--- src/rtl/vfd_pkg.sv ---
package vfd_pkg;

  localparam logic [1:0] TAG_PAY   = 2'd0;
  localparam logic [1:0] TAG_HDR   = 2'd1;
  localparam logic [1:0] TAG_END   = 2'd2;
  localparam logic [1:0] TAG_START = 2'd3;

  localparam logic [7:0] SOI_HI = 8'hFF;
  localparam logic [7:0] SOI_LO = 8'hD8;

  typedef enum logic [2:0] {
    ST_PASS,
    ST_SECOND,
    ST_END,
    ST_START,
    ST_HDR
  } vfd_state_e;

endpackage

--- src/rtl/vfd_hdr_mem.sv ---
module vfd_hdr_mem #(
  parameter int DEPTH = 32,
  localparam int AW = $clog2(DEPTH)
) (
  input  logic          clk,
  input  logic          we,
  input  logic [AW-1:0] waddr,
  input  logic [7:0]    wdata,
  input  logic [AW-1:0] raddr,
  output logic [7:0]    rdata
);

  logic [7:0] mem_q [DEPTH];

  always_ff @(posedge clk) begin
    if (we) mem_q[waddr] <= wdata;
  end

  assign rdata = mem_q[raddr];

endmodule

--- src/rtl/vfd_soi_match.sv ---
module vfd_soi_match #(
  parameter logic [7:0] HI = 8'hFF,
  parameter logic [7:0] LO = 8'hD8
) (
  input  logic [7:0] data,
  input  logic       empty,
  output logic       is_hi,
  output logic       is_lo
);

  assign is_hi = !empty && (data == HI);
  assign is_lo = !empty && (data == LO);

endmodule

--- src/rtl/vfd_ctrl.sv ---
module vfd_ctrl
  import vfd_pkg::*;
#(
  parameter int HDR_DEPTH = 32,
  localparam int AW = $clog2(HDR_DEPTH),
  localparam int LW = $clog2(HDR_DEPTH + 1)
) (
  input  logic          clk,
  input  logic          rst_n,
  input  logic          mode_cmp,
  input  logic          cap_start,
  input  logic [LW-1:0] hdr_len,
  input  logic          in_valid,
  input  logic          in_first,
  input  logic          in_last,
  input  logic          in_empty,
  input  logic          in_hi,
  input  logic          in_lo,
  input  logic          out_ready,
  output logic          in_ready,
  output logic          out_valid,
  output logic [1:0]    out_tag,
  output logic          emit_held,
  output logic [AW-1:0] hdr_idx
);

  vfd_state_e state_q, state_d;
  logic          pend_q, pend_d;
  logic          use_hdr_q, use_hdr_d;
  logic [AW-1:0] idx_q, idx_d;
  logic          hdr_done;

  assign hdr_done = (LW'(idx_q) + LW'(1)) == hdr_len;
  assign hdr_idx  = idx_q;

  always_comb begin
    state_d   = state_q;
    pend_d    = pend_q;
    use_hdr_d = use_hdr_q;
    idx_d     = idx_q;
    in_ready  = 1'b0;
    out_valid = 1'b0;
    out_tag   = TAG_PAY;
    emit_held = 1'b0;
    unique case (state_q)
      ST_PASS: begin
        if (in_valid) begin
          if (in_empty) begin
            in_ready = 1'b1;
            if (!mode_cmp) pend_d = 1'b1;
          end else if (!mode_cmp && in_first && pend_q) begin
            pend_d    = 1'b0;
            use_hdr_d = 1'b0;
            state_d   = ST_END;
          end else if (mode_cmp && in_first && in_hi && !in_last) begin
            in_ready = 1'b1;
            state_d  = ST_SECOND;
          end else begin
            out_valid = 1'b1;
            in_ready  = out_ready;
          end
        end
      end
      ST_SECOND: begin
        if (in_valid) begin
          if (in_lo) begin
            in_ready  = 1'b1;
            use_hdr_d = 1'b1;
            state_d   = ST_END;
          end else begin
            out_valid = 1'b1;
            emit_held = 1'b1;
            if (out_ready) state_d = ST_PASS;
          end
        end
      end
      ST_END: begin
        out_valid = 1'b1;
        out_tag   = TAG_END;
        if (out_ready) state_d = ST_START;
      end
      ST_START: begin
        out_valid = 1'b1;
        out_tag   = TAG_START;
        if (out_ready) begin
          idx_d   = '0;
          state_d = (use_hdr_q && hdr_len != '0) ? ST_HDR : ST_PASS;
        end
      end
      ST_HDR: begin
        out_valid = 1'b1;
        out_tag   = TAG_HDR;
        if (out_ready) begin
          if (hdr_done) state_d = ST_PASS;
          else          idx_d   = idx_q + AW'(1);
        end
      end
      default: state_d = ST_PASS;
    endcase
    if (cap_start) pend_d = 1'b0;
  end

  always_ff @(posedge clk or negedge rst_n) begin
    if (!rst_n) begin
      state_q   <= ST_PASS;
      pend_q    <= 1'b0;
      use_hdr_q <= 1'b0;
      idx_q     <= '0;
    end else begin
      state_q   <= state_d;
      pend_q    <= pend_d;
      use_hdr_q <= use_hdr_d;
      idx_q     <= idx_d;
    end
  end

endmodule

--- src/rtl/vid_frame_delim.sv ---
module vid_frame_delim
  import vfd_pkg::*;
#(
  parameter int HDR_DEPTH = 32,
  localparam int AW = $clog2(HDR_DEPTH),
  localparam int LW = $clog2(HDR_DEPTH + 1)
) (
  input  logic          clk,
  input  logic          rst_n,
  input  logic          mode_cmp,
  input  logic          cap_start,
  input  logic [LW-1:0] hdr_len,
  input  logic          hdr_we,
  input  logic [AW-1:0] hdr_waddr,
  input  logic [7:0]    hdr_wdata,
  input  logic          in_valid,
  output logic          in_ready,
  input  logic [7:0]    in_data,
  input  logic          in_first,
  input  logic          in_last,
  input  logic          in_empty,
  output logic          out_valid,
  input  logic          out_ready,
  output logic [7:0]    out_data,
  output logic [1:0]    out_tag
);

  logic          in_hi, in_lo;
  logic          emit_held;
  logic [AW-1:0] hdr_idx;
  logic [7:0]    hdr_byte;

  vfd_soi_match #(.HI(SOI_HI), .LO(SOI_LO)) u_match (
    .data  (in_data),
    .empty (in_empty),
    .is_hi (in_hi),
    .is_lo (in_lo)
  );

  vfd_hdr_mem #(.DEPTH(HDR_DEPTH)) u_mem (
    .clk   (clk),
    .we    (hdr_we),
    .waddr (hdr_waddr),
    .wdata (hdr_wdata),
    .raddr (hdr_idx),
    .rdata (hdr_byte)
  );

  vfd_ctrl #(.HDR_DEPTH(HDR_DEPTH)) u_ctrl (
    .clk       (clk),
    .rst_n     (rst_n),
    .mode_cmp  (mode_cmp),
    .cap_start (cap_start),
    .hdr_len   (hdr_len),
    .in_valid  (in_valid),
    .in_first  (in_first),
    .in_last   (in_last),
    .in_empty  (in_empty),
    .in_hi     (in_hi),
    .in_lo     (in_lo),
    .out_ready (out_ready),
    .in_ready  (in_ready),
    .out_valid (out_valid),
    .out_tag   (out_tag),
    .emit_held (emit_held),
    .hdr_idx   (hdr_idx)
  );

  always_comb begin
    unique case (out_tag)
      TAG_PAY: out_data = emit_held ? SOI_HI : in_data;
      TAG_HDR: out_data = hdr_byte;
      default: out_data = 8'h00;
    endcase
  end

endmodule

--- config.mk ---
export PLATFORM = sky130hd
export DESIGN_NAME = vid_frame_delim
export DESIGN_NICKNAME = d
export VERILOG_FILES = /design/src/rtl/vfd_pkg.sv /design/src/rtl/vfd_hdr_mem.sv /design/src/rtl/vfd_soi_match.sv /design/src/rtl/vfd_ctrl.sv /design/src/rtl/vid_frame_delim.sv
export SDC_FILE = /design/constraint.sdc
export NUM_CORES = 1
export LEC_CHECK = 0
export ABC_AREA = 1
export BUFFER_PORTS_ARGS = -buffer_cell sky130_fd_sc_hd__buf_2
export CELL_PAD_IN_SITES_DETAIL_PLACEMENT = 0
export CELL_PAD_IN_SITES_GLOBAL_PLACEMENT = 1
export CORE_MARGIN = 2
export CORE_UTILIZATION = 53
export DETAILED_ROUTE_END_ITERATION = 6
export GPL_ROUTABILITY_DRIVEN = 0
export PLACE_DENSITY_LB_ADDON = 0.1
export SYNTH_ARGS = -nofsm -noshare
export SYNTH_HDL_FRONTEND = slang
export SYNTH_SLANG_ARGS = --single-unit
--- constraint.sdc ---
create_clock -name clk -period 3.9 [get_ports clk]
set_input_delay 0.39 -clock clk [delete_from_list [all_inputs] [get_ports clk]]
set_output_delay 0.39 -clock clk [all_outputs]
set_load 0.005 [all_outputs]
==> results.ini <==
[status]
status = completed

[global_route]
grt_pass1_wl_mm = 44.4
antenna_found_initial = 0
grt_pass1_vias = 7589
grt.total_usage_pct = 24.7
grt-ovfl-total = 0
grt_max_degree = 144

[sta]
hold_slack_ps = 107
clock.fmax_ghz = 0.316
fin_skew_ps = 7.30
rsz0062_at_grt = false
finalSetupViolCount = 0
tns_ps = 0
drv_slew = 0
finalWorstPathRequiredPeriod_ps = 3160
tightest_slew_ps = 989
hold_viol_final = 0
min_period_over_period_pct = 81.0
slew_headroom_pct = 33.8

[yosys]
ys_seq_elements = 266
synthArstFlopShare_pct = 3.76
synth-main-ff-cell = edfxtp_1
yosys-top-cells-area = edfxtp_1, nand2_1, nand3_1
ys.warnings.count = 0
synth_most_common_cell = nand2_1
synth_enable_flop_cells = 256
ys_top_cells_by_count = nand2_1, edfxtp_1, nand3_1, inv_1, nor2_1
yosysTopAreaCell = edfxtp_1
synth_top_area_share_pct = 64.9
syn_area_per_cell_um2 = 10.5
synth.net_count = 1170
netlist_instances = 1132
synth_cell_type_count = 34
syn-cell-area_um2 = 11800
yosysSeqAreaShare_pct = 67.0

[placement]
dp_hpwl_mm = 17.4
dpl_cell_area_um2 = 12200
io_buffers = 48

[cells_and_area]
antennaDiodeCount = 0
ff_latch_area_um2 = 7940
fillers = 1811
stdcell_area_um2 = 13300
syn_to_final_growth_pct = 11.9
drive_gt1_share_pct = 12.6
fin_nets = 1202
fin_util_pct = 60.6
multiInputGateArea_um2 = 3240

[drt]
drt_pass1_iterations = 5
wl_per_cell_um = 19.7
vias_per_cell = 5.52
route.vias.total = 8081
drc = 0
wirelength_mm = 28.9
drt-initial-drc-count = 655
detail-route-antenna-nets = 0

[critical_path]
critical_path_arrival_ps = 2770
start_kind = flop
critPathKind = flop to output port
cp.required_ps = 3510
critPathMaxStageDelay_ps = 440
path_max_fanout = 143
path_common_cell = nand3_1
crit_chain = buf_12 -> nor2_1 -> nor2_1 -> o21ai_0 -> nand3_1 -> nand3_1 -> nand3_1 -> nand3_1 -> nand2_1 -> buf_2
slowest_stage = dfrtp_4
end_kind = output port

[clock_network]
cts_made_buffers = 28
clkTransAtPathRegs_ps = 60
cts_num_sinks = 266
cts_setup_buffers = 0
cts-root-buf = clkbuf_16
insertion_delay_ps = 540
cts_tree = built
htreeDepth = 1
cts_buffer_depth = 3

[die]
die_h_um = 153
io_pins = 49
die_w_um = 153
start_util_pct = 54.1
rows = 54
dieArea_um2 = 23600
core_um2 = 21900

[job]
maxCapViolations = 0

[min_path]
hold_path_class = input pin to flop

[power_and_ir_drop]
ir_drop_mv = 0.390
power_density_nw_per_um2 = 573
p_leak_nw = 5.14

==> registers in the layout, indices dropped and copies added, names as in the netlist <==
name	count
u_ctrl.state_q	3
u_mem.mem_q	256
u_ctrl.use_hdr_q	1
u_ctrl.pend_q	1
u_ctrl.hdr_idx	5
==> worst paths after layout <==
check	depth (start not counted)	to	from	slack, ps
max in group asynchronous	2	u_ctrl.hdr_idx[0]	rst_n	3420
worst max register to register	13	u_ctrl.state_q[0]	u_ctrl.hdr_idx[1]	1450
worst min register to register	2	u_ctrl.state_q[2]	u_ctrl.state_q[2]	480
worst min-delay path	3	u_ctrl.pend_q	cap_start	110
min in group asynchronous	2	u_ctrl.hdr_idx[3]	rst_n	260
worst max-delay path	10	out_data[5]	u_ctrl.hdr_idx[0]	740
==> report_power, final <==
part / switching (mW) / internal, mW / leakage (nW) / total (mW)
logic: 1.03 / 0.484 / 2.22 / 1.51
registers: 0.0355 / 3.19 / 2.44 / 3.23
clock network: 1.09 / 1.77 / 0.483 / 2.86
==> cell families after synthesis <==
family | share of synthesized area (%)
adder cells (fa/ha/maj) | 0.106
AO/OA/AOI/OAI | 3.30
XOR/XNOR | 0.148
buffers and inverters | 5.65
AND/OR/NAND/NOR | 23.8
flip-flops | 67.0
==> routing by layer <==
metal	wire length [um]	GRT usage (%)	up-vias
met2	14000	40.5	258
met4	537	6.20	0
met3	1730	3.01	40
li1	-	-	3899
met1	12700	35.6	3884
met5	0	0	-
==> cell usage in the layout, fill, tap and decap left out, types with 2 or more instances in the layout <==
master        n
a21oi_1       2
buf_12        3
buf_2        48
buf_4         5
bufinv_16     7
clkbuf_1      2
clkbuf_16    28
clkinv_1      6
clkinv_2      5
clkinvlp_4    2
dfrtp_1       8
edfxtp_1    256
inv_1        97
inv_2         3
nand2_1     325
nand2_2       5
nand3_1     191
nand4_1       5
nor2_1       79
nor2_2        2
nor3_1        3
o211ai_1     25
o21ai_0      27
or2_2        32
==> through the flow <==
| stage | instances | worst slack [ps] | power, mW |
|---|---|---|---|
| floorplan | 1132 | 2160 | 4.35 |
| global placement | 1413 | 1320 | 4.80 |
| detailed placement | 1413 | 1370 | 4.80 |
| CTS | 1465 | 776 | 7.65 |
| global route | 1465 | 614 | 7.93 |
| finish | 1465 | 740 | 7.60 |
==> worst max-delay path: cells and delay by family (launching register included) <==
family          cells  cell delay, ps
flops               1             440
compound gates      1             140
buf+inv             2             520
simple gates        7             940
==> layout make-up <==
| cell class | instances | share of cell area, % |
|---|---|---|
| well taps | 280 | 2.64 |
| repair buffers | 57 | 2.62 |
| clock buffers | 30 | 5.34 |
| inverters | 101 | 2.87 |
| multi-input cells | 710 | 24.4 |
| flip-flops and latches | 266 | 59.9 |
| clock inverters | 21 | 2.21 |
==> repair_timing <==
action | CTS | global route
hold buffers | 1 | 0
hold endpoints to repair | 10 | 0
endpoints found under the setup margin | 0 | 0
resized for setup | 0 | 0
No activity file was read; power rests on OpenSTA's default activity.
